**config.mk**
```make
export PLATFORM = sky130hd
export DESIGN_NAME = pcie_glue_regs
export DESIGN_NICKNAME = d
export VERILOG_FILES = /design/src/rtl/pcie_glue_pkg.sv /design/src/rtl/pcie_glue_latch.sv /design/src/rtl/pcie_glue_ctrl.sv /design/src/rtl/pcie_glue_rdmux.sv /design/src/rtl/pcie_glue_regs.sv
export SDC_FILE = /design/constraint.sdc
export NUM_CORES = 1
export LEC_CHECK = 0
export BUFFER_PORTS_ARGS = -buffer_cell sky130_fd_sc_hd__buf_2
export CAP_MARGIN = 40
export CORE_MARGIN = 1
export CORE_UTILIZATION = 43
export CTS_BUF_LIST = sky130_fd_sc_hd__clkbuf_4 sky130_fd_sc_hd__clkbuf_8
export DETAILED_ROUTE_END_ITERATION = 10
export HOLD_SLACK_MARGIN = 0.1
export PLACE_DENSITY = 0.84
export SYNTH_ARGS = -nofsm -noshare
export SYNTH_HDL_FRONTEND = slang
export SYNTH_SLANG_ARGS = --single-unit
```
**constraint.sdc**
```tcl
create_clock -name clk -period 2.6 [get_ports clk]
set_clock_uncertainty 0.05 [all_clocks]
set_input_delay 0.26 -clock clk [delete_from_list [all_inputs] [get_ports clk]]
set_output_delay 0.26 -clock clk [all_outputs]
set_load 0.01 [all_outputs]
```
**src/rtl/pcie_glue_pkg.sv**
```systemverilog
package pcie_glue_pkg;
  // word addresses (byte offset / 4)
  localparam int unsigned WA_PINOVR  = 32'h000B;
  localparam int unsigned WA_PIPEMON = 32'h0011;
  localparam int unsigned WA_MODE    = 32'h2000;
  localparam int unsigned WA_TRAIN   = 32'h2002;
  localparam int unsigned WA_AUX     = 32'h201E;
  localparam int unsigned WA_EVT     = 32'h2042;
  localparam int unsigned WA_INTX    = 32'h2043;
  localparam int unsigned WA_LINK    = 32'h2050;

  localparam int NUM_INTX = 4;
  localparam int NUM_EVT  = 4;

  // field positions inside the packed words
  localparam int INTX_STAT_LSB = 0;
  localparam int INTX_MASK_LSB = 8;
  localparam int INTX_EN_LSB   = 16;
  localparam int EVT_STAT_LSB  = 1;
  localparam int EVT_EN_LSB    = 17;
  localparam int PIN_OUT_VAL   = 0;
  localparam int PIN_OE_VAL    = 3;
  localparam int PIN_PD_VAL    = 4;
  localparam int PIN_OUT_EN    = 8;
  localparam int PIN_OE_EN     = 11;
  localparam int PIN_PD_EN     = 12;
  localparam int MODE_VAL_BIT  = 0;
  localparam int MODE_EN_BIT   = 8;
  localparam int AUX_BIT       = 8;
  localparam int TRAIN_BIT     = 0;
  localparam int PIPE_BIT      = 15;
  localparam int LINK_PHY_BIT  = 0;
  localparam int LINK_DLL_BIT  = 1;

  typedef struct packed {
    logic pd_en;
    logic pd_val;
    logic oe_en;
    logic oe_val;
    logic out_en;
    logic out_val;
  } pin_ovr_t;
endpackage

```
**src/rtl/pcie_glue_latch.sv**
```systemverilog
module pcie_glue_latch #(
  parameter int N = 4
) (
  input  logic         clk,
  input  logic         rst_n,
  input  logic [N-1:0] src_i,
  input  logic [N-1:0] clr_i,
  output logic [N-1:0] stat_o
);
  for (genvar g = 0; g < N; g++) begin : g_bit
    logic src_q;
    logic stat_q;

    always_ff @(posedge clk or negedge rst_n) begin
      if (!rst_n) begin
        src_q  <= 1'b0;
        stat_q <= 1'b0;
      end else begin
        src_q <= src_i[g];
        if (src_i[g] && !src_q)
          stat_q <= 1'b1;
        else if (clr_i[g])
          stat_q <= 1'b0;
      end
    end

    assign stat_o[g] = stat_q;

    AST_EDGE_SETS: assert property (@(posedge clk) disable iff (!rst_n)
      $rose(src_i[g]) |=> stat_o[g]);
    AST_W1C_CLEARS: assert property (@(posedge clk) disable iff (!rst_n)
      clr_i[g] && !src_i[g] |=> !stat_o[g]);
    AST_STICKY: assert property (@(posedge clk) disable iff (!rst_n)
      stat_o[g] && !clr_i[g] |=> stat_o[g]);
    AST_SET_WINS: assert property (@(posedge clk) disable iff (!rst_n)
      $rose(src_i[g]) && clr_i[g] |=> stat_o[g]);
  end
endmodule

```
**src/rtl/pcie_glue_ctrl.sv**
```systemverilog
module pcie_glue_ctrl
  import pcie_glue_pkg::*;
#(
  parameter int ADDR_W = 14,
  parameter int DATA_W = 32
) (
  input  logic                clk,
  input  logic                rst_n,
  input  logic                wr_i,
  input  logic [ADDR_W-1:0]   addr_i,
  input  logic [DATA_W-1:0]   wdata_i,
  output logic                train_o,
  output logic                mode_en_o,
  output logic                mode_val_o,
  output logic                aux_o,
  output pin_ovr_t            pin_o,
  output logic [NUM_INTX-1:0] intx_en_o,
  output logic [NUM_INTX-1:0] intx_mask_o,
  output logic [NUM_EVT-1:0]  evt_en_o
);
  localparam logic [ADDR_W-1:0] A_PIN   = ADDR_W'(WA_PINOVR);
  localparam logic [ADDR_W-1:0] A_MODE  = ADDR_W'(WA_MODE);
  localparam logic [ADDR_W-1:0] A_TRAIN = ADDR_W'(WA_TRAIN);
  localparam logic [ADDR_W-1:0] A_AUX   = ADDR_W'(WA_AUX);
  localparam logic [ADDR_W-1:0] A_EVT   = ADDR_W'(WA_EVT);
  localparam logic [ADDR_W-1:0] A_INTX  = ADDR_W'(WA_INTX);

  always_ff @(posedge clk or negedge rst_n) begin
    if (!rst_n) begin
      train_o     <= 1'b0;
      mode_en_o   <= 1'b0;
      mode_val_o  <= 1'b0;
      aux_o       <= 1'b0;
      pin_o       <= '0;
      intx_en_o   <= '0;
      intx_mask_o <= '0;
      evt_en_o    <= '0;
    end else if (wr_i) begin
      if (addr_i == A_TRAIN)
        train_o <= wdata_i[TRAIN_BIT];
      if (addr_i == A_MODE) begin
        mode_en_o  <= wdata_i[MODE_EN_BIT];
        mode_val_o <= wdata_i[MODE_VAL_BIT];
      end
      if (addr_i == A_AUX)
        aux_o <= wdata_i[AUX_BIT];
      if (addr_i == A_PIN) begin
        pin_o.pd_en   <= wdata_i[PIN_PD_EN];
        pin_o.pd_val  <= wdata_i[PIN_PD_VAL];
        pin_o.oe_en   <= wdata_i[PIN_OE_EN];
        pin_o.oe_val  <= wdata_i[PIN_OE_VAL];
        pin_o.out_en  <= wdata_i[PIN_OUT_EN];
        pin_o.out_val <= wdata_i[PIN_OUT_VAL];
      end
      if (addr_i == A_INTX) begin
        intx_en_o   <= wdata_i[INTX_EN_LSB +: NUM_INTX];
        intx_mask_o <= wdata_i[INTX_MASK_LSB +: NUM_INTX];
      end
      if (addr_i == A_EVT)
        evt_en_o <= wdata_i[EVT_EN_LSB +: NUM_EVT];
    end
  end

  AST_TRAIN_WRITE: assert property (@(posedge clk) disable iff (!rst_n)
    wr_i && addr_i == A_TRAIN |=> train_o == $past(wdata_i[TRAIN_BIT]));
  AST_PIN_HOLD: assert property (@(posedge clk) disable iff (!rst_n)
    !(wr_i && addr_i == A_PIN) |=> $stable(pin_o));
  AST_TRAIN_HOLD: assert property (@(posedge clk) disable iff (!rst_n)
    !(wr_i && addr_i == A_TRAIN) |=> $stable(train_o));
endmodule

```
**src/rtl/pcie_glue_rdmux.sv**
```systemverilog
module pcie_glue_rdmux
  import pcie_glue_pkg::*;
#(
  parameter int ADDR_W = 14,
  parameter int DATA_W = 32
) (
  input  logic                sel_i,
  input  logic [ADDR_W-1:0]   addr_i,
  input  logic                train_i,
  input  logic                mode_en_i,
  input  logic                mode_val_i,
  input  logic                aux_i,
  input  pin_ovr_t            pin_i,
  input  logic [NUM_INTX-1:0] intx_en_i,
  input  logic [NUM_INTX-1:0] intx_mask_i,
  input  logic [NUM_INTX-1:0] intx_stat_i,
  input  logic [NUM_EVT-1:0]  evt_en_i,
  input  logic [NUM_EVT-1:0]  evt_stat_i,
  input  logic                dll_i,
  input  logic                phy_i,
  input  logic                pipe_i,
  output logic [DATA_W-1:0]   rdata_o
);
  localparam logic [ADDR_W-1:0] A_PIN   = ADDR_W'(WA_PINOVR);
  localparam logic [ADDR_W-1:0] A_PIPE  = ADDR_W'(WA_PIPEMON);
  localparam logic [ADDR_W-1:0] A_MODE  = ADDR_W'(WA_MODE);
  localparam logic [ADDR_W-1:0] A_TRAIN = ADDR_W'(WA_TRAIN);
  localparam logic [ADDR_W-1:0] A_AUX   = ADDR_W'(WA_AUX);
  localparam logic [ADDR_W-1:0] A_EVT   = ADDR_W'(WA_EVT);
  localparam logic [ADDR_W-1:0] A_INTX  = ADDR_W'(WA_INTX);
  localparam logic [ADDR_W-1:0] A_LINK  = ADDR_W'(WA_LINK);

  logic [DATA_W-1:0] word;

  always_comb begin
    word = '0;
    case (addr_i)
      A_TRAIN: word[TRAIN_BIT] = train_i;
      A_MODE: begin
        word[MODE_EN_BIT]  = mode_en_i;
        word[MODE_VAL_BIT] = mode_val_i;
      end
      A_AUX:  word[AUX_BIT]  = aux_i;
      A_PIPE: word[PIPE_BIT] = pipe_i;
      A_PIN: begin
        word[PIN_PD_EN]   = pin_i.pd_en;
        word[PIN_PD_VAL]  = pin_i.pd_val;
        word[PIN_OE_EN]   = pin_i.oe_en;
        word[PIN_OE_VAL]  = pin_i.oe_val;
        word[PIN_OUT_EN]  = pin_i.out_en;
        word[PIN_OUT_VAL] = pin_i.out_val;
      end
      A_INTX: begin
        word[INTX_EN_LSB +: NUM_INTX]   = intx_en_i;
        word[INTX_MASK_LSB +: NUM_INTX] = intx_mask_i;
        word[INTX_STAT_LSB +: NUM_INTX] = intx_stat_i;
      end
      A_EVT: begin
        word[EVT_EN_LSB +: NUM_EVT]   = evt_en_i;
        word[EVT_STAT_LSB +: NUM_EVT] = evt_stat_i;
      end
      A_LINK: begin
        word[LINK_DLL_BIT] = dll_i;
        word[LINK_PHY_BIT] = phy_i;
      end
      default: word = '0;
    endcase
  end

  assign rdata_o = sel_i ? word : '0;
endmodule

```
**src/rtl/pcie_glue_regs.sv**
```systemverilog
module pcie_glue_regs
  import pcie_glue_pkg::*;
#(
  parameter int ADDR_W = 14,
  parameter int DATA_W = 32
) (
  input  logic                clk,
  input  logic                rst_n,
  input  logic                bus_sel,
  input  logic                bus_we,
  input  logic [ADDR_W-1:0]   bus_addr,
  input  logic [DATA_W-1:0]   bus_wdata,
  output logic [DATA_W-1:0]   bus_rdata,
  input  logic [NUM_INTX-1:0] intx_in,
  input  logic [NUM_EVT-1:0]  evt_in,
  input  logic                dll_up,
  input  logic                phy_up,
  input  logic                pipe_clk_alive,
  output logic                irq_out,
  output logic                link_up,
  output logic                train_en,
  output logic                mode_ovr_en,
  output logic                mode_ovr_val,
  output logic                aux_pwr_det,
  output logic                rstpin_pd_en,
  output logic                rstpin_pd_val,
  output logic                rstpin_oe_en,
  output logic                rstpin_oe_val,
  output logic                rstpin_out_en,
  output logic                rstpin_out_val
);
  localparam logic [ADDR_W-1:0] A_EVT  = ADDR_W'(WA_EVT);
  localparam logic [ADDR_W-1:0] A_INTX = ADDR_W'(WA_INTX);

  logic                wr;
  logic [NUM_INTX-1:0] intx_clr, intx_stat, intx_en, intx_mask;
  logic [NUM_EVT-1:0]  evt_clr, evt_stat, evt_en;
  pin_ovr_t            pin;

  assign wr       = bus_sel && bus_we;
  assign intx_clr = (wr && bus_addr == A_INTX) ? bus_wdata[INTX_STAT_LSB +: NUM_INTX] : '0;
  assign evt_clr  = (wr && bus_addr == A_EVT)  ? bus_wdata[EVT_STAT_LSB +: NUM_EVT]   : '0;

  pcie_glue_latch #(.N(NUM_INTX)) u_intx_latch (
    .clk(clk), .rst_n(rst_n), .src_i(intx_in), .clr_i(intx_clr), .stat_o(intx_stat)
  );

  pcie_glue_latch #(.N(NUM_EVT)) u_evt_latch (
    .clk(clk), .rst_n(rst_n), .src_i(evt_in), .clr_i(evt_clr), .stat_o(evt_stat)
  );

  pcie_glue_ctrl #(.ADDR_W(ADDR_W), .DATA_W(DATA_W)) u_ctrl (
    .clk(clk), .rst_n(rst_n), .wr_i(wr), .addr_i(bus_addr), .wdata_i(bus_wdata),
    .train_o(train_en), .mode_en_o(mode_ovr_en), .mode_val_o(mode_ovr_val),
    .aux_o(aux_pwr_det), .pin_o(pin), .intx_en_o(intx_en),
    .intx_mask_o(intx_mask), .evt_en_o(evt_en)
  );

  pcie_glue_rdmux #(.ADDR_W(ADDR_W), .DATA_W(DATA_W)) u_rdmux (
    .sel_i(bus_sel && !bus_we), .addr_i(bus_addr),
    .train_i(train_en), .mode_en_i(mode_ovr_en), .mode_val_i(mode_ovr_val),
    .aux_i(aux_pwr_det), .pin_i(pin),
    .intx_en_i(intx_en), .intx_mask_i(intx_mask), .intx_stat_i(intx_stat),
    .evt_en_i(evt_en), .evt_stat_i(evt_stat),
    .dll_i(dll_up), .phy_i(phy_up), .pipe_i(pipe_clk_alive),
    .rdata_o(bus_rdata)
  );

  assign irq_out = (|(intx_stat & intx_en & ~intx_mask)) || (|(evt_stat & evt_en));
  assign link_up = dll_up && phy_up;

  assign rstpin_pd_en   = pin.pd_en;
  assign rstpin_pd_val  = pin.pd_val;
  assign rstpin_oe_en   = pin.oe_en;
  assign rstpin_oe_val  = pin.oe_val;
  assign rstpin_out_en  = pin.out_en;
  assign rstpin_out_val = pin.out_val;

  AST_IRQ_NEEDS_STATUS: assert property (@(posedge clk) disable iff (!rst_n)
    irq_out |-> (|intx_stat) || (|evt_stat));
  AST_IRQ_NEEDS_ENABLE: assert property (@(posedge clk) disable iff (!rst_n)
    irq_out |-> (|intx_en) || (|evt_en));
endmodule

```
==> run metrics, run 1 <==
nature of the critical path endpoint output port; Tcrit/Tclk final between 90% and 100%; final hold slack around 140 ps; top cells by count, synth dfrtp_1 (38), buf_4 (16), mux2_2 (16); Post-Synth Simple-Gate Area 22.4%; P&R area growth vs syn 28.8%; Crit Path Max Fanout 3; delay of the slowest critical-path stage approximately 620 ps; crit path cell chain buf_2 -> or4_1 -> nor4_1 -> a22oi_1 -> a221oi_1 -> buf_2; final setup TNS 0 ps; sequential fraction of the synthesis area 44.3%; critical path's top delay family simple AND/OR/NAND/NOR gates; post-synthesis mux area share 11.9%; H-tree depth 2; CTS Buf Count 5; setup repair bufs after CTS 0; Detailed Place HPWL ~4000 µm; Port Buf Inserts 71; post-synth top area share 44.3%; CTS root buffer clkbuf_8; Finished Layout Cells approximately 360; count of final setup violators 0; dominant cells by area after synthesis dfrtp_1 (44%), mux2_2 (8.4%), buf_4 (5.6%); initial antenna violation count 0; origin of the worst setup path bus_addr[9]; unrepaired setup endpoints after global routing false; drt wl/cell between 15 and 20 µm; crit start category primary input; Core Rows 25; synthesized area 0.00215 mm²; Via density 5.36; Die Ht 72.6 µm; Arrival @ worst endpoint about 2200 ps; hold path start bus_wdata[12]; TritonRoute pass-1 iters 4; EDFF count, synth 0; Post-Synth Adder-Cell Area 0%; Max Slew Vio Count 0; Max Clk Rate 0.406 GHz; ANT nets after route 0; core area between 0.004 and 0.005 mm²; Reg2Reg Launch Point u_ctrl.pin_o[2]; DP Cell Count 338; Placer Congestion 0.921; Final Hold Vio Count 0; Final Util 58.1%; dominant cell type by area after synthesis dfrtp_1; Tmin final 2460 ps; FF-to-FF path depth 1; slowest CP cell or4_1; Compound-Gate Fraction of Synth Area 11.0%; Min-Delay Path Depth 2; critical path class primary input to output port; n_diodes 0; CTS sink count 38; post-synthesis cell type count 46; clock buffer depth 2; layout cells sized above 1 roughly two fifths; maxcap violations 0; Slew HR ~44%; largest family of logic cells by synthesized area simple AND/OR/NAND/NOR gates; Primary FF master, synth dfrtp_1; Skew-Pair Late Insertion Delay 290 ps; WP depth 6; DIE WIDTH 72.6 µm; gr ovfl total 0; vias in the first global route between 1500 and 2000; initial core utilization 45.1%; Reg clk slew, reported paths about 70 ps; P per Cell Area 483 mW/mm²; DRC 0; Post-Synth XOR/XNOR Area less than 1%; #FFs+latches synth 38; leakage approximately 1.4 nW; required time of the critical path 2290 ps; Synth Area per Inst 10.6 µm²; routed wire length 5390 µm; largest net degree at the start of global routing 39; Total GRT Usage 22.4%; HP Class primary input to flop; die area about 0.0053 mm²; Async SR Flop Fraction 100%; CTS tree yes; Yosys warning total 0; fin nets 348; worst slew pin tran about 840 ps; initial drt markers 181; count leader, synth dfrtp_1; Crit path top cell by count buf_2; vias 1903; VDD IR max ~0.34 mV; CP Buf/Inv Count 2; first-pass GRT wire length 8810 µm; io pins 105; status complete, no violations; Synth Instances 203
layout make-up:
class,instances,area [µm²]
clock buffers,6,82.6
inverters,9,33.8
repair buffers,88,505
well taps,67,83.8
clock inverters,2,60.1
multi-input cells,145,1050
flip-flops and latches,38,951
fillers,448,1990
metrics by stage:
stage	cell area [µm²]	worst slack, ps	power (W)
4_1_cts	2760	141	0.00135
2_1_floorplan	2200	409	0.000672
3_5_place_dp	2520	136	0.000718
6_report	2760	136	0.00133
5_1_grt	2760	60.4	0.00139
3_3_place_gp	2520	209	0.000715
path summary, 6_finish.rpt:
path / slack, ps / to
hold / removal: 140 / u_ctrl.pin_o[5]
setup reg to reg: 1750 / u_ctrl.pin_o[2]
max in group asynchronous: 1420 / u_ctrl.pin_o[2]
setup / recovery: 140 / bus_rdata[0]
min in group asynchronous: 550 / u_ctrl.pin_o[1]
hold reg to reg: 490 / u_ctrl.pin_o[5]
flip-flops by register name, indices dropped and copies added, names as in the netlist:
register,count
u_ctrl.pin_o,6
u_ctrl.evt_en_o,4
u_ctrl.intx_en_o,4
u_ctrl.intx_mask_o,4
u_evt_latch.g_bit.src_q,4
u_evt_latch.g_bit.stat_q,4
u_intx_latch.g_bit.src_q,4
u_intx_latch.g_bit.stat_q,4
u_ctrl.aux_o,1
u_ctrl.mode_en_o,1
u_ctrl.mode_val_o,1
u_ctrl.train_o,1
where the power goes:
| part | switching [W] | internal (W) |
|---|---|---|
| sequential | 0.00000177 | 0.000597 |
| combinational | 0.0000727 | 0.0000466 |
| clock | 0.000207 | 0.000409 |
repair_timing:
item | in CTS | in global routing
hold buffers | 9 | 0
endpoints found under the hold margin | 46 | 0
resized for setup | 0 | 1
setup endpoints to repair | 0 | 1
routing by layer:
metal  GRT usage [%]  up-vias  share of wire (%)
li1                -      891                  -
met1            29.8      941                 46
met2            35.7       62                 48
met3            5.80        9                5.0
met4            7.19        0                1.4
met5               0        -                  0
cells by family (layout without fill, tap and decap cells):
logic type | after synthesis | count (layout)
xor gates and xnor gates | 1 | 1
AOI/OAI and AO/OA | 31 | 31
buffers and inverters | 35 | 105
other | 1 | 16
DFF | 38 | 38
and+or+nand+nor | 76 | 76
muxes | 21 | 21
placed cells by master (no fill, tap or decap), drive strengths merged, types with 3 or more instances in the layout:
cell type | Yosys | layout
nand3 | 12 | 12
a21oi | 3 | 3
nor2 | 11 | 11
a22oi | 4 | 4
nor3 | 4 | 4
mux2 | 21 | 21
a32oi | 8 | 8
a22o | 8 | 8
nand2 | 9 | 9
and3 | 6 | 6
dlygate4sd3 | 0 | 9
dfrtp | 38 | 38
nand4 | 6 | 6
conb | 1 | 16
clkbuf | 4 | 6
nor4 | 7 | 7
buf | 22 | 79
and2 | 5 | 5
inv | 9 | 9
Note: power is estimated with default switching activity, not from simulation.
==> inputs of run 2 (changes only) <==
--- a/config.mk
+++ b/config.mk
@@ -8,11 +8,11 @@
 export BUFFER_PORTS_ARGS = -buffer_cell sky130_fd_sc_hd__buf_2
 export CAP_MARGIN = 40
 export CORE_MARGIN = 1
-export CORE_UTILIZATION = 43
+export CORE_UTILIZATION = 48
 export CTS_BUF_LIST = sky130_fd_sc_hd__clkbuf_4 sky130_fd_sc_hd__clkbuf_8
 export DETAILED_ROUTE_END_ITERATION = 10
 export HOLD_SLACK_MARGIN = 0.1
-export PLACE_DENSITY = 0.84
+export PLACE_DENSITY = 0.91
 export SYNTH_ARGS = -nofsm -noshare
 export SYNTH_HDL_FRONTEND = slang
 export SYNTH_SLANG_ARGS = --single-unit
==> run 2 against run 1 <==
- final cell count decreased by 5.4%
- critical path depth unchanged
- non-clock buffer count decreased by 1
- power decreased by 18%
- flip-flop and latch count unchanged
- clock power decreased by 39%
- first-iteration DRC count decreased by 28%
- maximum frequency decreased by 0.31%
- register-to-register slack about the same
- count of clock-buffer cells in the layout decreased by 1
- sequential share of layout area increased by 1.3 points
- critical path type unchanged
- critical endpoint unchanged
==> run metrics, run 2 (same netlist as run 1, synthesis figures left out) <==
Die Ht 68.9 µm; r2r setup slk 1740 ps; max reg flops 6; Crit Path Max Fanout 4; Max Slew Vio Count 0; count of final setup violators 0; gr ovfl total 0; worst slew pin tran 810 ps; TritonRoute pass-1 iters 5; slowest CP cell or4b_2; vias 1902; P per Cell Area 409 mW/mm²; Crit path top cell by count buf_2; Reg2Reg Launch Point u_ctrl.evt_en_o[0]; routed wire length 5290 µm; Final Util 64.3%; Final Hold Vio Count 0; Worst R2R End u_ctrl.evt_en_o[0]; initial core utilization between 50% and 60%; maxcap violations 0; vias in the first global route 1806; P&R area growth vs syn 24.2%; VDD IR max 0.362 mV; core area a little over 0.004 mm²; most frequent cells in the layout buf_2 (71), dfrtp_1 (38), mux2_2 (16), conb_1 (16); Biggest register u_ctrl.pin_o; Slew HR between 40% and 50%; Post-DP Area 0.00250 mm²; io pins 105; commonest non-fill, non-tap cell in the layout buf_2; FF-to-FF path depth 1; DRC 0; hold path start bus_wdata[12]; initial antenna violation count 0; required time of the critical path 2290 ps; Via density 5.66; Reg clk slew, reported paths around 60 ps; ANT nets after route 0; design area 0.00267 mm²; critical path class primary input to output port; crit start category primary input; n_diodes 0; Max Clk Rate about 0.4 GHz; Tmin final 2470 ps; Skew-Pair Late Insertion Delay 290 ps; CTS tree yes; initial drt markers 131; Placer Congestion 0.856; H-tree depth 2; Arrival @ worst endpoint 2160 ps; Hold EP u_ctrl.pin_o[5]; setup repair bufs after CTS 0; CTS sink count 38; unrepaired setup endpoints after global routing false; drt wl/cell 15.7 µm; Tcrit/Tclk final 95.1%; delay of the slowest critical-path stage 690 ps; Detailed Place HPWL 4010 µm; Port Buf Inserts between 70 and 80; layout cells sized above 1 approximately two fifths; CTS Buf Count 5; die area ~0.0047 mm²; Total GRT Usage about 25%; Core Rows 23; nature of the critical path endpoint output port; HP Class primary input to flop; first-pass GRT wire length 8600 µm; clock buffer depth 2; DIE WIDTH approximately 70 µm; leakage 1.34 nW; Min-Delay Path Depth 2; crit path cell chain buf_2 -> or4b_2 -> nor4b_1 -> a22oi_1 -> a221oi_1 -> buf_2; largest net degree at the start of global routing 39; CTS root buffer clkbuf_8; fin nets around 350; status complete, no violations; final setup TNS 0 ps
[run 2: cell count changes in the layout (fill, tap and decap cells not counted), sizes merged]
cell,before,now
buf,79,78
bufinv,2,0
clkinv,0,2
clkbuf,6,5
[run 2: report_power, final]
part	switching (W)	total [W]	internal, W
sequential	0.00000169	0.000599	0.000597
combinational	0.0000699	0.000115	0.0000456
clock	0.000195	0.000375	0.000180
[run 2: timing repair]
action | 4_1_cts | 5_1_grt
hold buffers | 9 | 0
resized for setup | 0 | 0
endpoints found under the hold margin | 46 | 0
endpoints found under the setup margin | 0 | 0
[run 2: worst max path at each step]
stage,from,end,slack (ps),cells after the start
3_3_place_gp,bus_addr[11],bus_rdata[0],230,6
2_1_floorplan,bus_addr[6],bus_rdata[0],410,5
4_1_cts,bus_addr[11],bus_rdata[0],210,6
6_report,bus_addr[11],bus_rdata[0],130,6
5_1_grt,bus_addr[9],bus_rdata[0],70,7
3_5_place_dp,bus_addr[9],bus_rdata[0],220,7
[run 2: through the flow]
step	setup WS, ps	total power (W)	instances	hold WS [ps]
3_3_place_gp	232	0.000713	320	332
2_1_floorplan	409	0.000672	218	-85.6
3_5_place_dp	219	0.000715	320	337
4_1_cts	210	0.00110	336	145
5_1_grt	66.4	0.00114	336	145
6_report	128	0.00109	336	155
[run 2: routing by layer]
layer  up-vias  GRT usage (%)  wire length (µm)
met5         -              0                 0
met4         0           10.2                93
met3        12           5.59               455
met2       107           39.8              2580
met1       895           33.1              2150
li1        888              -                 -
[run 2: layout make-up]
class	instances	area, µm²
clock buffer	5	68.8
tap	50	62.6
inverter	9	33.8
clock inverter	2	10.0
multi-input combinational	145	1040
sequential	38	951
fill	360	1480
timing repair buffer	87	498
[run 2: worst max-delay path, delay by kind of cell]
kind / cells / cell delay (ps)
and+or+nand+nor: 2 / 1110
AOI/OAI and AO/OA: 2 / 480
buffers and inverters: 2 / 300
